File: src/rtl/ctl_spi_pkg.sv
package ctl_spi_pkg;
  localparam int MMS_W     = 4;
  localparam int ADDR_W    = 16;
  localparam int WORD_W    = 32;
  localparam int TXN_WORDS = 3;
  localparam int TXN_BITS  = WORD_W * TXN_WORDS;
  localparam int CNT_W     = $clog2(TXN_BITS + 1);

  localparam int WNR_POS   = 29;
  localparam int AID_POS   = 28;
  localparam int MMS_LSB   = 24;
  localparam int ADDR_LSB  = 8;
  localparam int LEN_LSB   = 1;
  localparam int LEN_W     = 7;

  typedef enum logic [1:0] {
    ST_IDLE = 2'd0,
    ST_XFER = 2'd1,
    ST_FIN  = 2'd2
  } seq_state_t;

  // returns 1 when v holds an even count of ones
  function automatic logic odd_fill(input logic [WORD_W-2:0] v);
    return ~(^v);
  endfunction

  function automatic logic [WORD_W-1:0] hdr_pack(
    input logic              write,
    input logic [MMS_W-1:0]  mms,
    input logic [ADDR_W-1:0] addr
  );
    logic [WORD_W-1:0] h;
    h = '0;
    h[WNR_POS] = write;
    h[AID_POS] = ~write;
    h[MMS_LSB +: MMS_W] = mms;
    h[ADDR_LSB +: ADDR_W] = addr;
    h[LEN_LSB +: LEN_W] = '0;
    h[0] = odd_fill(h[WORD_W-1:1]);
    return h;
  endfunction
endpackage

File: src/rtl/ctl_spi_hdr.sv
module ctl_spi_hdr
  import ctl_spi_pkg::*;
(
  input  logic              write,
  input  logic [MMS_W-1:0]  mms,
  input  logic [ADDR_W-1:0] addr,
  output logic [WORD_W-1:0] hdr
);
  always_comb hdr = hdr_pack(write, mms, addr);
endmodule

File: src/rtl/ctl_spi_clkgen.sv
module ctl_spi_clkgen #(
  parameter int CLK_DIV = 2
) (
  input  logic clk,
  input  logic rst_n,
  input  logic run,
  output logic sclk,
  output logic rise_stb,
  output logic fall_stb
);
  localparam int DIV_W = $clog2(CLK_DIV + 1);
  localparam logic [DIV_W-1:0] DIV_LAST = DIV_W'(CLK_DIV - 1);

  logic [DIV_W-1:0] div_cnt;
  logic             tick;

  assign tick     = run && (div_cnt == DIV_LAST);
  assign rise_stb = tick && !sclk;
  assign fall_stb = tick && sclk;

  always_ff @(posedge clk) begin
    if (!rst_n) begin
      div_cnt <= '0;
      sclk    <= 1'b0;
    end else begin
      if (!run || tick) div_cnt <= '0;
      else              div_cnt <= div_cnt + 1'b1;
      if (!run)         sclk <= 1'b0;
      else if (tick)    sclk <= ~sclk;
    end
  end
endmodule

File: src/rtl/ctl_spi_seq.sv
module ctl_spi_seq
  import ctl_spi_pkg::*;
(
  input  logic              clk,
  input  logic              rst_n,
  input  logic              req_valid,
  input  logic              req_write,
  input  logic [WORD_W-1:0] req_wdata,
  input  logic [WORD_W-1:0] hdr,
  input  logic              rise_stb,
  input  logic              fall_stb,
  input  logic              miso,
  output logic              accept,
  output logic              xfer,
  output logic              fin,
  output logic              mosi,
  output logic [WORD_W-1:0] rdata
);
  seq_state_t          state;
  logic [TXN_BITS-1:0] tx_sr;
  logic [WORD_W-1:0]   rx_sr;
  logic [CNT_W-1:0]    bit_cnt;
  logic                is_rd;
  logic                last_bit;

  localparam logic [CNT_W-1:0] BIT_LAST = CNT_W'(TXN_BITS);

  assign xfer     = (state == ST_XFER);
  assign fin      = (state == ST_FIN);
  assign accept   = req_valid && !xfer;
  assign last_bit = (bit_cnt == BIT_LAST);
  assign mosi     = xfer && tx_sr[TXN_BITS-1];

  always_ff @(posedge clk) begin
    if (!rst_n) begin
      state   <= ST_IDLE;
      tx_sr   <= '0;
      rx_sr   <= '0;
      bit_cnt <= '0;
      is_rd   <= 1'b0;
      rdata   <= '0;
    end else begin
      unique case (state)
        ST_XFER: begin
          if (rise_stb) begin
            rx_sr   <= {rx_sr[WORD_W-2:0], miso};
            bit_cnt <= bit_cnt + 1'b1;
          end
          if (fall_stb) begin
            if (last_bit) begin
              state <= ST_FIN;
              if (is_rd) rdata <= rx_sr;
            end else begin
              tx_sr <= {tx_sr[TXN_BITS-2:0], 1'b0};
            end
          end
        end
        default: begin
          if (accept) begin
            state   <= ST_XFER;
            tx_sr   <= {hdr, (req_write ? req_wdata : {WORD_W{1'b0}}),
                        {WORD_W{1'b0}}};
            bit_cnt <= '0;
            is_rd   <= !req_write;
          end else begin
            state <= ST_IDLE;
          end
        end
      endcase
    end
  end
endmodule

File: src/rtl/ctl_spi_master.sv
module ctl_spi_master
  import ctl_spi_pkg::*;
#(
  parameter int CLK_DIV = 2
) (
  input  logic              clk,
  input  logic              rst_n,
  input  logic              req_valid,
  input  logic              req_write,
  input  logic [MMS_W-1:0]  req_mms,
  input  logic [ADDR_W-1:0] req_addr,
  input  logic [WORD_W-1:0] req_wdata,
  output logic              busy,
  output logic              done,
  output logic [WORD_W-1:0] rdata,
  output logic              sclk,
  output logic              cs_n,
  output logic              mosi,
  input  logic              miso
);
  logic [WORD_W-1:0] hdr_w;
  logic              accept_w;
  logic              xfer_w;
  logic              fin_w;
  logic              rise_w;
  logic              fall_w;

  ctl_spi_hdr u_hdr (
    .write (req_write),
    .mms   (req_mms),
    .addr  (req_addr),
    .hdr   (hdr_w)
  );

  ctl_spi_clkgen #(.CLK_DIV(CLK_DIV)) u_clk (
    .clk      (clk),
    .rst_n    (rst_n),
    .run      (xfer_w),
    .sclk     (sclk),
    .rise_stb (rise_w),
    .fall_stb (fall_w)
  );

  ctl_spi_seq u_seq (
    .clk       (clk),
    .rst_n     (rst_n),
    .req_valid (req_valid),
    .req_write (req_write),
    .req_wdata (req_wdata),
    .hdr       (hdr_w),
    .rise_stb  (rise_w),
    .fall_stb  (fall_w),
    .miso      (miso),
    .accept    (accept_w),
    .xfer      (xfer_w),
    .fin       (fin_w),
    .mosi      (mosi),
    .rdata     (rdata)
  );

  assign busy = xfer_w;
  assign cs_n = !xfer_w;
  assign done = fin_w;
endmodule

File: config.mk
export PLATFORM = sky130hd
export DESIGN_NAME = ctl_spi_master
export DESIGN_NICKNAME = d
export VERILOG_FILES = /design/src/rtl/ctl_spi_pkg.sv /design/src/rtl/ctl_spi_hdr.sv /design/src/rtl/ctl_spi_clkgen.sv /design/src/rtl/ctl_spi_seq.sv /design/src/rtl/ctl_spi_master.sv
export SDC_FILE = /design/constraint.sdc
export NUM_CORES = 1
export LEC_CHECK = 0
export BUFFER_PORTS_ARGS = -buffer_cell sky130_fd_sc_hd__buf_2
export CORE_MARGIN = 4
export CORE_UTILIZATION = 48
export CTS_CLUSTER_SIZE = 12
export DETAILED_ROUTE_END_ITERATION = 10
export PLACE_DENSITY = 0.68
export SYNTH_ARGS = -nofsm -noshare
export SYNTH_HDL_FRONTEND = slang
export SYNTH_SLANG_ARGS = --single-unit
File: constraint.sdc
create_clock -name clk -period 4.1 [get_ports clk]
set_input_delay 0.82 -clock clk [delete_from_list [all_inputs] [get_ports clk]]
set_output_delay 0.82 -clock clk [all_outputs]
set_load 0.03 [all_outputs]
; ---- After elaboration in Yosys (flattened, before gate mapping)
; Cells that the tools add are included.
[word_totals]
inputBits = 57
wordCells = 54
out_inout_bits = 37
reg_bits = 173
[op_classes]
reduce_logical = 19
bitwise = 5
mux = 12
add_sub_neg = 2
eq_ne = 8
[ops]
columns = op, count
row1 = $mux W96, 4
row2 = $mux W32, 1
row3 = $reduce_xor A31 Y1, 1
row4 = $mux W7, 3
row5 = $reduce_and A2 Y1, 5
row6 = $add A7 B1 Y7 const B, 1
row7 = $eq A7 B7 Y1 const B, 1
row8 = $mux W2, 3
row9 = $ne A2 B2 Y1 const B, 3
row10 = $logic_and A1 B1 Y1, 5
row11 = $not A1 Y1, 5
row12 = $eq A2 B1 Y1 const B, 2
row13 = $reduce_and A4 Y1, 1
row14 = $logic_not A1 Y1, 3
row15 = $reduce_and A3 Y1, 1
row16 = $add A2 B1 Y2 const B, 1
row17 = $eq A2 B2 Y1 const B, 1
row18 = $ne A2 B1 Y1 const B, 1
row19 = $reduce_bool A2 Y1, 1
row20 = $reduce_or A2 Y1, 1
row21 = $logic_or A1 B1 Y1, 1
row22 = $mux W1, 1

; ---- Depth between registers and ports, before layout
; Gate-level depths: netlist of run 1.
[logic_depth]
word_depth = 5
ltp_mapped = 9

; ---- By module
; Synthesis of run 1 repeated with hierarchy kept, for this count alone.
[unflattened]
hier_cells = 773
area_unflattened_um2 = 6541.3
[modules_own_cells]
columns = module, n_inst, cells_each, area_per_inst_um2, seq_area_each_um2
row1 = ctl_spi_seq, 1, 709, 6008.3, 2762.6
row2 = ctl_spi_hdr, 1, 50, 411.6, 0.0
row3 = ctl_spi_clkgen, 1, 13, 117.6, 60.1
row4 = ctl_spi_master, 1, 1, 3.8, 0.0

; ---- Worst setup path after synthesis of run 1
; No wires, ideal clock.
[synth_timing]
path_type = register -> output
from = reg u_seq.state[1]
to = out mosi
required_time_ns = 3.280
path_stages_with_launch = 6
slack_ns = 1.768
arrival_time_ns = 1.512
path_cell_list = dfxtp_1 -> nand2b_1 -> buf_2 -> inv_1 -> clkbuf_1 -> and2_1
[synth_between]
elab_chain_len = 2
[synth_rtl]
columns = element, line_no
row1 = from (decl), ctl_spi_seq.sv:19  ; seq_state_t state;
row2 = from (signal assigned), ctl_spi_seq.sv:36  ; state <= ST_IDLE;
row3 = from (signal assigned), ctl_spi_seq.sv:51  ; state <= ST_FIN;
row4 = from (signal assigned), ctl_spi_seq.sv:60  ; state <= ST_XFER;
row5 = $eq A2 B1 Y1, ctl_spi_seq.sv:28  ; assign xfer = (state == ST_XFER);
row6 = net busy, ctl_spi_master.sv:13  ; output logic busy,
row7 = $logic_and A1 B1 Y1, ctl_spi_seq.sv:32  ; assign mosi = xfer && tx_sr[TXN_BITS-1];
row8 = to (decl), ctl_spi_master.sv:18  ; output logic mosi,
; The timed path passes the listed nets, and every way through them passes these cells.

; ---- Worst setup path in the final report of run 1
[layout_timing]
from = reg u_seq.state[1]
to = out busy
[layout_between]
elab_chain_len = 1
[layout_rtl]
columns = element, line_no
row1 = $eq A2 B1 Y1, ctl_spi_seq.sv:28
row2 = to (decl), ctl_spi_master.sv:13
; Every way passes these cells.

==> metrics.md, run 1 <==
| Metric | Value |
|---|---|
| Number of cells on the critical path | 4 |
| Delay-heaviest family, CP | buffers and inverters |
| CTS tree | built |
| Crit-path max FO | 54 |
| Final HPWL DP | 7740 um |
| Unrepaired setup endpoints after global routing | false |
| Total congestion overflow | 0 |
| Most common cell after layout, fill and taps aside | nand2_1 |
| Power share of the sequential group | 0.469 |
| CTS HTree Levels | 4 |
| WL per Instance | 13.1 um |
| Worst Hold Class | flop to flop |
| Placed insts | 916 |
| Main synth FF type | dfxtp_1 |
| Slew @ Worst Pin | 1.16 ns |
| Total clock sinks | 141 |
| Final worst slack | 1.03 ns |
| Relative slew slack | 0.224 |
| Number of global-route vias before repair | 4,661 |
| Detailed-route via count | 4,918 |
| Most frequent cells in the layout | nand2_1 (217), dfxtp_1 (141), buf_2 (92) |
| Pwr Density | 441 nW/um^2 |
| P_leak | 3.11 nW |
| Post-CTS setup buffers | 0 |
| CP endpoint | busy |
| Initial antenna violation count | 0 |
| Reg-to-Reg End | u_seq.tx_sr[77] |
| Placer Congestion | 0.765 |
| Post-synth EDFFs | 0 |
| Master of the slowest instance on the critical path | buf_4 |
| Max-Cap Viols | 0 |
| ANT nets after route | 0 |
| Die area | 14,500 um^2 |
| Die width | 120 um |
| Clk buf depth | 2 |
| Status | finished clean |
| DRT iter0 DRCs | 354 |
| Drt first pass iters | 4 |
| Cells on Worst Hold Path | 1 |
| Worst r2r path cells | 5 |
| Critical path startpoint | u_seq.state[1] |
| Reg clk slew, reported paths | 0.05 ns |
| Fmax | 325 MHz |
| Die Y | 120 um |
| Placed instance area | 6500 um^2 |
| Min Hold Slack | 0.437 ns |
| Comb power frac | 0.093 |
| Post-place setup slack | 1.15 ns |
| Non-Filler Instances | 943 |
| Global-route wire length before repair | 21,000 um |
| Hold Fails Final Rpt | 0 |
| Peak supply drop | 0.279 mV |
| Crit-path cells | nand2b_2 > inv_2 > buf_4 > buf_2 |
| Largest net degree at the start of global routing | 106 |
| Area grow syn2layout | 15.8% |
| Diode count | 0 |
| Post-Syn Instances | 709 |
| Post-synth cell types | 35 |
| CTS Hold Bufs | 0 |
| Skew final | 0.00435 ns |
| CTS Root Cell | clkbuf_16 |
| Max-slew violation count | 0 |
| Crit path kind | flop to output pin |
| Row cnt | 40 |
| Async S/R FF share, synth | 0 |
| PortBufs | 93 |
| Seq/Total Area, Yosys | 0.466 |
| All-Layer GR Usage | 0.176 |
| CP required | 3.28 ns |
| Cts repair resizes | 0 |
| R2r startpoint | u_seq.state[1] |
| Yosys Warn Count | 0 |
| Num CTS Buffers | 17 |
| Starting density of the core | 0.498 |
| Clock power share | 0.438 |
| I/O pins | 94 |
| Post-route cell area | 7010 um^2 |
| Power Total | 3.09 mW |
| Detailed Route WL | 12,300 um |
| Crit path capture type | output pin |
| Final setup TNS | 0 ns |
| Sw frac | 0.225 |
| Slowest stage delay, CP | 0.50 ns |
| Crit path time final | 3.07 ns |
| DRC viols | 0 |
| Tcrit/Tclk final | 0.750 |
| Setup crit start kind | flop |
| Switch Pwr | 0.695 mW |
| Buf/Inv on CP | 3 |
| Flops & latches, synth | 141 |
| Fraction of layout cells with a size suffix above 1 | 0.165 |
| Worst reg-to-reg setup slack | 1.08 ns |
| Syn Area/Cell | 8.54 um^2 |
| Synth Net Count | 769 |
| Cell-internal power | 2.40 mW |
| Worst Path Arrival | 2.25 ns |
| Post-DR vias/cell | 5.22 |
| Final setup violation count | 0 |
| Synthesized area | 6050 um^2 |
| Nets | 827 |
| Core area | 12,200 um^2 |
| Clock latency on the worst-skew pair | 0.41 ns |
| Post-route core utilization | 0.576 |
[cell usage after synthesis (all sizes together), types with 4 or more instances]
| cell type | number | area share |
|---|---|---|
| and2 | 4 | 0.0041 |
| inv | 4 | 0.0025 |
| buf | 24 | 0.026 |
| clkbuf | 36 | 0.022 |
| nor2 | 7 | 0.0043 |
| a21boi | 67 | 0.083 |
| nand3 | 84 | 0.069 |
| dfxtp | 141 | 0.47 |
| a22oi | 10 | 0.012 |
| nor2b | 13 | 0.013 |
| o211a | 52 | 0.086 |
| nand2 | 217 | 0.13 |
| xnor2 | 20 | 0.029 |
[final cells by class]
| class | count | area [um^2] |
|---|---|---|
| Fill cell | 1174 | 5150 |
| Clock buffer | 24 | 472 |
| Timing Repair Buffer | 99 | 513 |
| Multi-Input combinational cell | 504 | 2940 |
| Clock inverter | 3 | 40.0 |
| Inverter | 4 | 15.0 |
| Tap cell | 168 | 210 |
| Sequential cell | 141 | 2820 |
[flip-flops by register name, indices dropped and copies added, names as in the netlist]
signal / cells
u_clk.div_cnt: 2
u_seq.rdata: 32
u_seq.bit_cnt: 7
u_seq.state: 2
u_seq.rx_sr: 32
u_seq.tx_sr: 64
u_clk.sclk: 1
u_seq.is_rd: 1
[power by group through the flow]
stage	Sequential, mW	Clock, mW	Combinational [mW]
2_1_floorplan	1.47	0	0.230
4_1_cts	1.45	1.39	0.291
6_report	1.45	1.35	0.288
5_1_grt	1.45	1.45	0.322
3_5_place_dp	1.48	0	0.288
3_3_place_gp	1.48	0	0.281
[how the worst min path moves through the flow]
stage | from | end
after floorplan | u_clk.div_cnt[0] | u_clk.div_cnt[0]
after global placement | u_clk.div_cnt[0] | u_clk.div_cnt[0]
after detailed placement | u_clk.div_cnt[0] | u_clk.div_cnt[0]
after CTS | u_clk.div_cnt[0] | u_clk.div_cnt[0]
after global routing | u_clk.div_cnt[0] | u_clk.div_cnt[0]
final | u_clk.div_cnt[0] | u_clk.div_cnt[0]
[cell families (layout without fill, tap and decap cells)]
logic type	count (synthesis)	count (layout)	synth area share
and+or+nand+nor	340	340	0.249
DFF	141	141	0.466
AOI/OAI and AO/OA	136	136	0.190
buffers and inverters	64	130	0.0504
xor gates and xnor gates	24	24	0.0370
adders and majority gates	3	3	0.00620
muxes	1	1	0.00165
[metal layers]
metal  up-vias  GRT usage  part of all wire
li1       2512          -                 -
met1      2295      0.213              0.46
met2        97      0.299              0.48
met3        14     0.0538             0.048
met4         0     0.0609             0.013
met5         -          0                 0
No activity file was read; power rests on OpenSTA's default activity.
==> run 2, diff against run 1 <==
ABC_AREA = 1   (was default)
clock period = 3.1 ns   (was 4.1 ns; I/O delays follow)
==> run 2 against run 1 <==
  * Sequential share of layout area about the same
  * Final cell count increased by 11%
  * Die area decreased by 1.6%
  * Register-to-register slack got worse by 0.18 ns
  * Critical path depth increased by 3
  * Global-route usage increased by 1.5 points
  * Total power increased by 40%
  * Count of clock-buffer cells in the layout decreased by 6
  * Combinational power increased by 52%
  * Sequential cell count unchanged
  * Critical path type unchanged
==> metrics.md, run 2 <==
| Metric | Value |
|---|---|
| Most common cell after layout, fill and taps aside | nand2_1 |
| Fmax | 371 MHz |
| Detailed-route via count | 5,448 (+11%) |
| Crit path kind | flop to output pin |
| Synth Area in XOR/XNOR | 0.0118 (-0.0252) |
| Total congestion overflow | 0 (unchanged) |
| Starting density of the core | 0.493 (-0.00448) |
| CTS tree | built |
| Synth Net Count | 861 (+12%) |
| Nets | 922 (+11%) |
| Main synth FF type | dfxtp_1 |
| Relative slew slack | 0.394 (+0.170) |
| Post-synth top area share | 0.474 (+0.00814) |
| Post-DR vias/cell | 5.22 (+0.16%) |
| Max-slew violation count | 0 (unchanged) |
| Post-synth EDFFs | 0 (unchanged) |
| Async S/R FF share, synth | 0 (unchanged) |
| Final setup TNS | 0 ns (unchanged) |
| CTS Root Cell | clkbuf_16 |
| Most frequent cells in the layout | nand2_1 (144), dfxtp_1 (141), o21ai_0 (112) |
| Num CTS Buffers | 17 (unchanged) |
| Fill count | 1,109 (-5.5%) |
| Master of the slowest instance on the critical path | buf_4 |
| I/O pins | 94 (unchanged) |
| Total clock sinks | 141 (unchanged) |
| Seq/Total Area, Yosys | 0.474 (+0.00814) |
| CP endpoint | mosi |
| All-Layer GR Usage | 0.192 (+0.0153) |
| Synth Area in Compound Gates | 0.198 (+0.00815) |
| Detailed Route WL | 13,400 um (+8.6%) |
| Number of global-route vias before repair | 5,147 (+10%) |
| Crit path time final | 2.69 ns |
| CTS HTree Levels | 4 (unchanged) |
| Global-route wire length before repair | 22,900 um (+9.0%) |
| Largest net degree at the start of global routing | 110 (+3.8%) |
| Max FFs per register | 64 (unchanged) |
| Worst r2r path cells | 9 (+4) |
| Fraction of layout cells with a size suffix above 1 | 0.170 (+0.00512) |
| Post-Syn Instances | 801 (+13%) |
| DRC viols | 0 (unchanged) |
| Diode count | 0 (unchanged) |
| Drt first pass iters | 5 (+1) |
| Syn Area/Cell | 7.43 um^2 (-13%) |
| Min Hold Slack | 0.434 ns (-0.00315 ns) |
| Crit-path max FO | 57 (+5.6%) |
| Power Total | 4.34 mW (+40%) |
| Post-synthesis mux area share | 0 (-0.00165) |
| Clock latency on the worst-skew pair | 0.42 ns (about the same) |
| P_leak | 3.00 nW (-3.7%) |
| Slew @ Worst Pin | 0.908 ns (-0.255 ns) |
| Slowest stage delay, CP | 0.49 ns (about the same) |
| Placer Congestion | 0.757 (-0.99%) |
| Reg clk slew, reported paths | 0.06 ns (about the same) |
| Critical path startpoint | u_seq.state[0] |
| Skew final | 0.0101 ns (+0.00573 ns) |
| Worst Path Arrival | 2.07 ns (-0.18 ns) |
| CP required | 2.48 ns (-0.80 ns) |
| Worst reg-to-reg setup slack | 0.90 ns (-0.18 ns) |
| Die area | 14,200 um^2 (-1.6%) |
| Initial antenna violation count | 0 (unchanged) |
| Core area | 12,100 um^2 (-0.82%) |
| Final HPWL DP | 8340 um (+7.8%) |
| Status | finished clean |
| Tcrit/Tclk final | 0.869 |
| Setup crit start kind | flop |
| CTS Hold Bufs | 0 (unchanged) |
| Final setup violation count | 0 (unchanged) |
| Hold Fails Final Rpt | 0 (unchanged) |
| Die Y | 119 um (-0.80%) |
| Unrepaired setup endpoints after global routing | false |
| WL per Instance | 12.8 um (-1.8%) |
| Top post-synthesis cells by area | dfxtp_1 (47%), o21ai_0 (9.4%), nand2_1 (9.1%) |
| Peak supply drop | 0.410 mV (+47%) |
| Die width | 119 um (-0.80%) |
| Synth area leader | dfxtp_1 |
| Max-Cap Viols | 0 (unchanged) |
| Synthesized area | 5950 um^2 (-1.7%) |
| Most frequent cells after synthesis | nand2_1 (144), dfxtp_1 (141), o21ai_0 (112) |
| Yosys Warn Count | 0 (unchanged) |
| Area grow syn2layout | 17.7% |
| Pwr Density | 620 nW/um^2 (+41%) |
| Crit path capture type | output pin |
| Reg-to-Reg End | u_seq.tx_sr[53] |
| Largest family of logic cells by synthesized area | simple AND/OR/NAND/NOR gates |
| Post-CTS setup buffers | 0 (unchanged) |
| ANT nets after route | 0 (unchanged) |
| Top Registers | u_seq.tx_sr x64, u_seq.rdata x32, u_seq.rx_sr x32 |
| Adder-cell share of the synthesized area | 0.00631 (+0.000108) |
| Cts repair resizes | 0 (unchanged) |
| Flops & latches, synth | 141 (unchanged) |
| R2r startpoint | u_clk.div_cnt[1] |
| DRT iter0 DRCs | 365 (+3.1%) |
| Reg with most FFs | u_seq.tx_sr |
| Top-count cell post-synth | nand2_1 |
| Post-Synth Simple-Gate Area | 0.229 (-0.0203) |
| Row cnt | 40 (unchanged) |
| Worst Hold Class | flop to flop |
| Post-synth cell types | 29 (-17%) |
| PortBufs | 93 (unchanged) |
| Post-route core utilization | 0.581 (+0.00426) |
| Clk buf depth | 2 (unchanged) |
| Crit-path cells | inv_1 > nor2_4 > buf_4 > inv_1 > buf_4 > nor2_1 > buf_2 |
==> run 2: stage by stage <==
stage / setup slack, ns / cells / area (um^2)
2_1_floorplan: 1.01 / 801 / 5950
3_3_place_gp: 0.910 / 1011 / 6430
3_5_place_dp: 0.860 / 1011 / 6430
4_1_cts: 0.405 / 1043 / 7000
5_1_grt: 0.190 / 1043 / 7000
6_report: 0.405 / 1043 / 7000
==> run 2: cell families (layout without fill, tap and decap cells) <==
| family | after synthesis | after routing |
|---|---|---|
| compound gates | 208 | 208 |
| xor+xnor | 8 | 8 |
| fa+ha+maj | 3 | 3 |
| buf+inv | 116 | 190 |
| flops | 141 | 141 |
| simple gates | 325 | 325 |
==> run 2: final cells by class <==
cell class / count / area [um^2] / share of cell area
Clock buffer: 18 / 439 / 0.0627
Clock inverter: 14 / 131 / 0.0188
Inverter: 57 / 214 / 0.0306
Multi-Input combinational cell: 544 / 2650 / 0.378
Sequential cell: 141 / 2820 / 0.403
Tap cell: 168 / 210 / 0.0300
Timing Repair Buffer: 101 / 538 / 0.0768
==> run 2: how the worst min path moves through the flow <==
stage / startpoint / endpoint / slack, ns / cells past startpoint
floorplan: u_clk.div_cnt[0] / u_clk.div_cnt[0] / 0.41 / 1
global placement: u_clk.div_cnt[0] / u_clk.div_cnt[0] / 0.42 / 1
detailed placement: u_clk.div_cnt[0] / u_clk.div_cnt[0] / 0.43 / 1
CTS: u_clk.div_cnt[0] / u_clk.div_cnt[0] / 0.44 / 1
global route: u_clk.div_cnt[0] / u_clk.div_cnt[0] / 0.46 / 1
finish: u_clk.div_cnt[0] / u_clk.div_cnt[0] / 0.43 / 1
==> run 2: power breakdown <==
part | internal, mW | switching, mW
sequential | 1.90 | 0.0455
clock | 1.14 | 0.814
combinational | 0.148 | 0.290
==> run 2: layer usage <==
metal / share of wire / wire length [um] / track usage
met3: 0.041 / 542 / 0.0503
met2: 0.48 / 6350 / 0.319
met4: 0.014 / 182 / 0.0666
met5: 0 / 0 / 0
met1: 0.47 / 6290 / 0.241
==> run 2: worst max-delay path, delay by kind of cell (launching register included) <==
| kind | cells | cell delay, ns |
|---|---|---|
| buf+inv | 5 | 1.10 |
| flops | 1 | 0.33 |
| simple gates | 2 | 0.21 |
==> run 3, diff against run 2 <==
ABC_AREA = default   (was 1)
==> run 3 against run 2 <==
  * Cell area increased by 2.3%
  * Largest power group is now clock
  * Sequential share of layout area decreased by 0.92 points
  * First-iteration DRC count decreased by 28%
  * Global-route usage decreased by 1.4 points
  * Largest cell class is now multi-input combinational cells
  * Die area increased by 1.6%
  * Utilization increased by 0.87 points
  * Critical endpoint is now cs_n
==> metrics.md, run 3 (same netlist as run 1, synthesis figures left out) <==
| Metric | Value |
|---|---|
| Slowest stage delay, CP | 0.49 ns (about the same) |
| Tcrit/Tclk final | 0.778 (-0.0917) |
| Fill count | 1,142 (+3.0%) |
| Most common cell after layout, fill and taps aside | nand2_1 |
| Nets | 832 (-9.8%) |
| Reg clk slew, reported paths | 0.05 ns (about the same) |
| Sequential Area | 2820 um^2 (unchanged) |
| Area taken by multi-input logic gates | 2940 um^2 (+11%) |
| I/O pins | 94 (unchanged) |
| ANT nets after route | 0 (unchanged) |
| Core area | 12,200 um^2 (+0.83%) |
| Pwr Density | 606 nW/um^2 (-2.3%) |
| DRT iter0 DRCs | 264 (-28%) |
| Power Total | 4.34 mW (about the same) |
| DRC viols | 0 (unchanged) |
| Die width | 120 um (+0.81%) |
| Hold Fails Final Rpt | 0 (unchanged) |
| CTS HTree Levels | 4 (unchanged) |
| Max-Cap Viols | 0 (unchanged) |
| Max FFs per register | 64 (unchanged) |
| Most frequent cells in the layout | nand2_1 (217), dfxtp_1 (141), buf_2 (92) |
| Setup crit start kind | flop |
| Worst Path Arrival | 1.79 ns (-0.28 ns) |
| WL per Instance | 13.2 um (+2.8%) |
| Most Crowded Layer GR | met2 |
| CTS Hold Bufs | 0 (unchanged) |
| Routing usage on met2 | 0.305 (-0.0137) |
| Initial antenna violation count | 0 (unchanged) |
| Relative slew slack | 0.475 (+0.0810) |
| Placer Congestion | 0.767 (+1.3%) |
| Die Y | 120 um (+0.81%) |
| Detailed Route WL | 12,500 um (-6.2%) |
| Crit path time final | 2.41 ns (-0.284 ns) |
| Placed insts | 921 (-8.9%) |
| Crit-path cells | nand2b_2 > buf_4 > buf_2 |
| P_leak | 3.20 nW (+6.5%) |
| Peak supply drop | 0.355 mV (-13%) |
| Total congestion overflow | 0 (unchanged) |
| Clk buf depth | 2 (unchanged) |
| CTS tree | built |
| Final HPWL DP | 8140 um (-2.4%) |
| CP required | 2.48 ns (about the same) |
| Delay-heaviest family, CP | buffers and inverters |
| Master of the slowest instance on the critical path | buf_4 |
| Starting density of the core | 0.498 (+0.00448) |
| Detailed-route via count | 4,945 (-9.2%) |
| Final setup TNS | 0 ns (unchanged) |
| Total clock sinks | 141 (unchanged) |
| Skew final | 0.00525 ns (-0.00483 ns) |
| Crit-path max FO | 54 (-5.3%) |
| Crit path capture type | output pin |
| Largest net degree at the start of global routing | 85 (-23%) |
| Num CTS Buffers | 17 (unchanged) |
| Number of global-route vias before repair | 4,862 (-5.5%) |
| Slew @ Worst Pin | 0.787 ns (-0.121 ns) |
| Global-route wire length before repair | 21,300 um (-7.2%) |
| Non-Filler Instances | 952 (-8.7%) |
| All-Layer GR Usage | 0.178 (-0.0140) |
| Crit path kind | flop to output pin |
| Final setup violation count | 0 (unchanged) |
| Worst Hold Class | flop to flop |
| Reg with most FFs | u_seq.tx_sr |
| Clock latency on the worst-skew pair | 0.41 ns (about the same) |
| Drt first pass iters | 5 (unchanged) |
| Unrepaired setup endpoints after global routing | false |
| Top Registers | u_seq.tx_sr x64, u_seq.rdata x32, u_seq.rx_sr x32 |
| Row cnt | 40 (unchanged) |
| Met1 GRT Util | 0.210 (-0.0312) |
| Max-slew violation count | 0 (unchanged) |
| CTS Root Cell | clkbuf_16 |
| Fraction of layout cells with a size suffix above 1 | 0.179 (+0.00829) |
| Post-route core utilization | 0.589 (+0.00870) |
| Placed instance area | 6560 um^2 (+2.0%) |
| Die area | 14,500 um^2 (+1.6%) |
| PortBufs | 93 (unchanged) |
| Buf/Inv on CP | 2 (-3) |
| Diode count | 0 (unchanged) |
| Post-DR vias/cell | 5.19 (-0.56%) |
| Post-route cell area | 7170 um^2 (+2.3%) |
| Cts repair resizes | 0 (unchanged) |
| Fmax | 415 MHz (+12%) |
| Met3 usage | 0.0514 (+0.00112) |
| Area grow syn2layout | 18.4% |
| Post-CTS setup buffers | 0 (unchanged) |
| Status | finished clean |
-- run 3: final timing paths --
check	startpoint	endpoint	slack, ns	cells after the start
worst max register to register	u_seq.bit_cnt[0]	u_seq.tx_sr[86]	0.77	9
worst max-delay path	u_seq.state[1]	cs_n	0.69	3
worst min register to register	u_clk.div_cnt[0]	u_clk.div_cnt[0]	0.43	1
worst min-delay path	u_clk.div_cnt[0]	u_clk.div_cnt[0]	0.43	1
-- run 3: power breakdown --
| group | switching (mW) | internal (mW) | total, mW | leakage, nW |
|---|---|---|---|---|
| registers | 0.0367 | 1.88 | 1.92 | 1.15 |
| logic | 0.214 | 0.177 | 0.390 | 1.75 |
| clock network | 0.706 | 1.33 | 2.03 | 0.298 |
| total | 0.956 | 3.38 | 4.34 | 3.20 |
-- run 3: final cells by class --
class,instances,share of cell area
Sequential cell,141,0.394
Timing Repair Buffer,104,0.0803
Tap cell,168,0.0293
Inverter,4,0.00209
Clock buffer,26,0.0738
Multi-Input combinational cell,504,0.410
Clock inverter,5,0.0108
-- run 3: stage by stage --
| step | setup slack [ns] | hold slack [ns] |
|---|---|---|
| floorplan | 0.968 | 0.408 |
| global placement | 0.916 | 0.414 |
| detailed placement | 0.774 | 0.428 |
| CTS | 0.675 | 0.436 |
| global route | 0.586 | 0.444 |
| finish | 0.690 | 0.432 |
-- run 3: metal layers --
| layer | wire (um) | part of all wire |
|---|---|---|
| met5 | 0 | 0 |
| met4 | 146 | 0.012 |
| met3 | 574 | 0.046 |
| met2 | 6110 | 0.49 |
| met1 | 5710 | 0.46 |
